--- src/rtl/mac_chain_unit.sv ---
module mac_chain_unit #(
  parameter int W = 64
) (
  input  logic         clk,
  input  logic         rst_n,
  input  logic         start,
  input  logic [W-1:0] op_a,
  input  logic [W-1:0] op_b,
  input  logic [W-1:0] op_c,
  output logic         busy,
  output logic         done,
  output logic [W-1:0] res_lo,
  output logic [W-1:0] res_hi
);
  localparam int CW = $clog2(W);

  logic [W-1:0]   mcand, acc_hi, acc_lo;
  logic [CW-1:0]  step;
  logic [W:0]     partial;
  logic [2*W-1:0] shifted;
  logic           last;

  // Addend preloaded into the upper half lands at bit 0 after W right shifts.
  assign partial = {1'b0, acc_hi} + (acc_lo[0] ? {1'b0, mcand} : '0);
  assign shifted = {partial, acc_lo[W-1:1]};
  assign last    = (step == CW'(W - 1));

  always_ff @(posedge clk) begin
    if (!rst_n) begin
      busy   <= 1'b0;
      done   <= 1'b0;
      step   <= '0;
      mcand  <= '0;
      acc_hi <= '0;
      acc_lo <= '0;
      res_lo <= '0;
      res_hi <= '0;
    end else begin
      done <= 1'b0;
      if (!busy && start) begin
        mcand  <= op_a;
        acc_hi <= op_c;
        acc_lo <= op_b;
        step   <= '0;
        busy   <= 1'b1;
      end else if (busy) begin
        acc_hi <= shifted[2*W-1:W];
        acc_lo <= shifted[W-1:0];
        step   <= step + 1'b1;
        if (last) begin
          busy   <= 1'b0;
          done   <= 1'b1;
          res_hi <= shifted[2*W-1:W];
          res_lo <= shifted[W-1:0];
        end
      end
    end
  end
endmodule

--- config.mk ---
export PLATFORM = sky130hd
export DESIGN_NAME = mac_chain_unit
export DESIGN_NICKNAME = d
export VERILOG_FILES = /design/src/rtl/mac_chain_unit.sv
export SDC_FILE = /design/constraint.sdc
export NUM_CORES = 1
export LEC_CHECK = 0
export BUFFER_PORTS_ARGS = -buffer_cell sky130_fd_sc_hd__buf_4
export CORE_UTILIZATION = 55
export CTS_CLUSTER_SIZE = 16
export DETAILED_ROUTE_END_ITERATION = 8
export HOLD_SLACK_MARGIN = 0.06
export PLACE_DENSITY = 0.8
export SYNTH_ARGS = -nofsm -noshare
export SYNTH_HDL_FRONTEND = slang
export SYNTH_SLANG_ARGS = --single-unit
--- constraint.sdc ---
create_clock -name clk -period 6.45 [get_ports clk]
set_clock_uncertainty 0.1 [all_clocks]
set_input_delay 0.9675 -clock clk [delete_from_list [all_inputs] [get_ports clk]]
set_output_delay 0.9675 -clock clk [all_outputs]
set_load 0.02 [all_outputs]
[After elaboration in Yosys (flattened, before gate mapping)]
Cells that the tools add are included.
Operators by class
  $add $sub $neg: 2
  eq/ne operators: 1
  bitwise logic cells: 3
  mux-type cells: 9
  reduce and logical (&&, ||, !) cells: 6
Operators with widths (number)
  two-way mux 64 bit: 5
  adder 64 x 64 -> 65 bit: 1
  adder 6 x 1 -> 6 bit, second input constant: 1
  == test 6 bit, second input constant: 1
  two-way mux 1 bit: 4
  NOT 1 bit: 3
  AND reduction 3 bit: 1
  OR reduction 3 bit: 1
  nonzero test 2 bit: 1
  OR reduction 2 bit: 1
  logical AND 1 bit: 1
  logical NOT 1 bit: 1
Storage, ports and cells
  bits of input ports: 195
  output and inout bits: 130
  logic and storage cells: 29
  register bits after elaboration: 328

[Longest topological paths before layout]
  depth after elaboration: 4
  gate-level depth with buffers: 15

[Worst setup path before layout]
No wires, ideal clock.
  kind: flip-flop to flip-flop
  start: reg acc_lo[0]
  end: reg acc_hi[57]
  data required time: 6.264 ns
  slack: 2.994 ns
  arrival time: 3.270 ns
  cell stages (with the launch flop): 16
  path through: dfxtp_1 clkbuf_1 clkbuf_1 and2_1 ha_1 fa_1 a21oi_1 nor2_1 o21a_1 a31o_4 a311oi_2 o21ai_2 a211o_4 a21oi_1 xor2_1 a211oi_1
On the way
  cells in the longest elaborated chain, start to end: 4
RTL lines
  start: declaration: RTL line 17  | logic [W-1:0] mcand, acc_hi, acc_lo;
  start signal: assignment: RTL line 43  | acc_lo <= op_b;
  start signal: assignment: RTL line 48  | acc_lo <= shifted[W-1:0];
  two-way mux 64 bit: RTL line 24  | assign partial = {1'b0, acc_hi} + (acc_lo[0] ? {1'b0, mcand} : '0);
  adder 64 x 64 -> 65 bit: RTL line 24
  two-way mux 64 bit: RTL line 46  | end else if (busy) begin
  two-way mux 64 bit: RTL line 40  | if (!busy && start) begin
  end signal: assignment: RTL line 42  | acc_hi <= op_c;
  end signal: assignment: RTL line 47  | acc_hi <= shifted[2*W-1:W];
  end: declaration: RTL line 17
Every way passes these cells. The select of a mux whose other input is x is not followed.
A chain may end at the register's enable or synchronous reset.

[Worst setup path after layout]
  start: reg acc_lo[0]
  end: reg acc_hi[56]
The elaborated chain is that of the path after synthesis.

==> out/results.ini <==
[floorplan]
rows=63
dieArea_mm2=0.0316
die_w_um=178
die_y_um=178
initial_utilization_pct=56.6
num_io_pins=325
coreArea_mm2=0.0300

[drt]
vias=16400
first_iter_violations=1156
detail-route-antenna-nets=0
drtPass1Iterations=8
totalWireLength_um=51600
via_per_inst=5.80
drc=0
wl_per_cell_um=18.2

[yosys]
synthFlopType=dfxtp_1
ys_warn_count=0
async_flop_share_pct=0
avgSynthCellArea_um2=7.68
ys_types=61
syn_area_mm2=0.0170
synth_top_area_cell=dfxtp_1
synthTopCellsByCount=nand2_1, a21oi_1, dfxtp_1
synth_seq_cells=328
ys_top_cells_by_area=dfxtp_1, a21oi_1, nand2_1
synthCells=2208
synth_top_area_share_pct=38.7
syn-num-nets=2469
synth_edf_count=0
ys_seq_area_share_pct=38.7
post-synth-top-count-cell=nand2_1

[timing]
tightest_slew_ns=1.17
fin_crit_sh_pct=71.6
setup_violations=0
drv_slew=0
timing.final.crit_period_ns=4.62
slew_headroom_pct=21.9
hold-worst-slack_ns=0.353
fin_setup_tns_ns=0
rsz0062_at_grt=false
clock.fmax_ghz=0.216
finalHoldViolCount=0

[cts]
clock_latency_ns=0.53
cts_root_buffer=clkbuf_16
cts.clk_slew.worst_paths_ns=0.06
postCtsSetupRepairBufs=0
cts_resized=0
tritoncts=yes
clock_sinks=328
numCtsBuffers=36
cts_hold_buffers=0
cts_max_level=2
clk_path_buf_depth=3

[global_route]
grt_pass1_vias=15700
grt_pass1_wl_um=80300
grtUsageTotal_pct=31.8
grt-ovfl-total=0
antenna_found_initial=1
grt_max_degree=115

[layout]
drive_gt1_share_pct=17.4
finalInstanceArea_mm2=0.0206
num_antenna_cells=0
post-route-util_pct=68.7
fin_nets=2677
syn_to_final_growth_pct=21.3

[critical_path]
cp-start-kind=flip-flop
cpPeakStageDelay_ns=0.92
cp.arrival_ns=4.89
cp_max_fo=39
critPathBufInv=1
crit_type=flip-flop to flip-flop
worstSetupEndpointType=flip-flop
critical-path-top-delay-family=compound AO/OA/AOI/OAI gates
cpMaxStageDelayCell=dfxtp_1
worstPathRequired_ns=6.72
crit_chain=buf_4 > and2_1 > ha_1 > a211oi_1 > o21ai_0 > a211oi_1 > a21oi_1 > a21o_1 > a211o_1 > a31oi_1 > o21a_1 > xor2_1 > a21oi_1

[power]
ir_worst_vdd_v=0.000264
p_total_uw=4830
power.leakage_uw=0.00887
p_per_area_mw_per_mm2=235

[min_path]
hold_path_class=flip-flop to flip-flop

[run]
maxCapViolCount=0

[place]
port_buffers=324
hpwl_um=35900
gp_congestion=0.974
dpl_cell_area_mm2=0.0194

[run_status]
status=complete, no violations

[power by group]
part | internal (µW) | leakage (µW) | switching [µW] | total, µW
combinational | 245 | 0.00560 | 340 | 585
clock | 1220 | 0.000594 | 857 | 2080
sequential | 2110 | 0.00268 | 63.0 | 2170
[metal layers]
layer	track usage (%)	wire [µm]	vias up
met1	40.3	22100	7729
met4	13.0	2040	2
met2	53.2	24200	567
li1	-	-	8004
met5	0	16	-
met3	5.53	3260	129
[tightest hold or removal path: cells and delay by family, from the launching register on]
kind	cells	cell delay, ns
DFF	1	0.31
and+or+nand+nor	1	0.05
AOI/OAI and AO/OA	1	0.05
[cells by family (layout without fill, tap and decap cells)]
| family | count (synthesis) | count (layout) | share of synthesized area, % |
|---|---|---|---|
| flops | 328 | 328 | 38.7 |
| compound gates | 591 | 591 | 20.3 |
| fa+ha+maj | 66 | 66 | 4.91 |
| mux | 123 | 123 | 7.34 |
| simple gates | 833 | 833 | 20.9 |
| buf+inv | 202 | 436 | 4.52 |
| xor+xnor | 65 | 65 | 3.36 |
[state kept, by name, indices dropped and copies added (netlist names)]
name	count
res_lo	64
acc_lo	64
step	6
done	1
busy	1
acc_hi	64
mcand	64
res_hi	64
[final timing paths]
kind | start | endpoint | slack, ns | depth (start not counted)
max reg2reg | acc_lo[0] | acc_hi[56] | 1.83 | 13
max | acc_lo[0] | acc_hi[56] | 1.83 | 13
min | res_lo[17] | res_lo[17] | 0.35 | 2
min reg2reg | res_lo[17] | res_lo[17] | 0.35 | 2
[stage by stage]
stage	std cells	setup WS [ns]
2_1_floorplan	2208	2.99
3_3_place_gp	2768	2.08
6_report	2832	1.83
3_5_place_dp	2768	1.89
4_1_cts	2832	1.90
5_1_grt	2832	1.52
[cell usage in the layout, fill, tap and decap left out, types with 9 or more instances in the layout]
master,instances
a211oi_1,57
a21o_1,29
a21oi_1,350
a31oi_1,9
and2_1,66
buf_4,335
clkbuf_16,37
dfxtp_1,327
ha_1,65
inv_1,34
mux2_2,11
mux2i_1,112
nand2_1,411
nand3_1,27
nand4_1,37
nor2_1,237
nor2b_1,11
nor3_1,17
o211ai_1,12
o21a_1,10
o21ai_0,72
o21bai_1,14
xnor2_1,39
xor2_1,26
[cell type report]
type / instances / area, µm²
multi-input combinational: 1678 / 9660
fill: 2504 / 9380
sequential: 328 / 6570
timing repair buffer: 336 / 2530
clock buffer: 48 / 1040
tap: 390 / 488
clock inverter: 16 / 151
inverter: 36 / 143
Power figures use the tool's default switching activity.
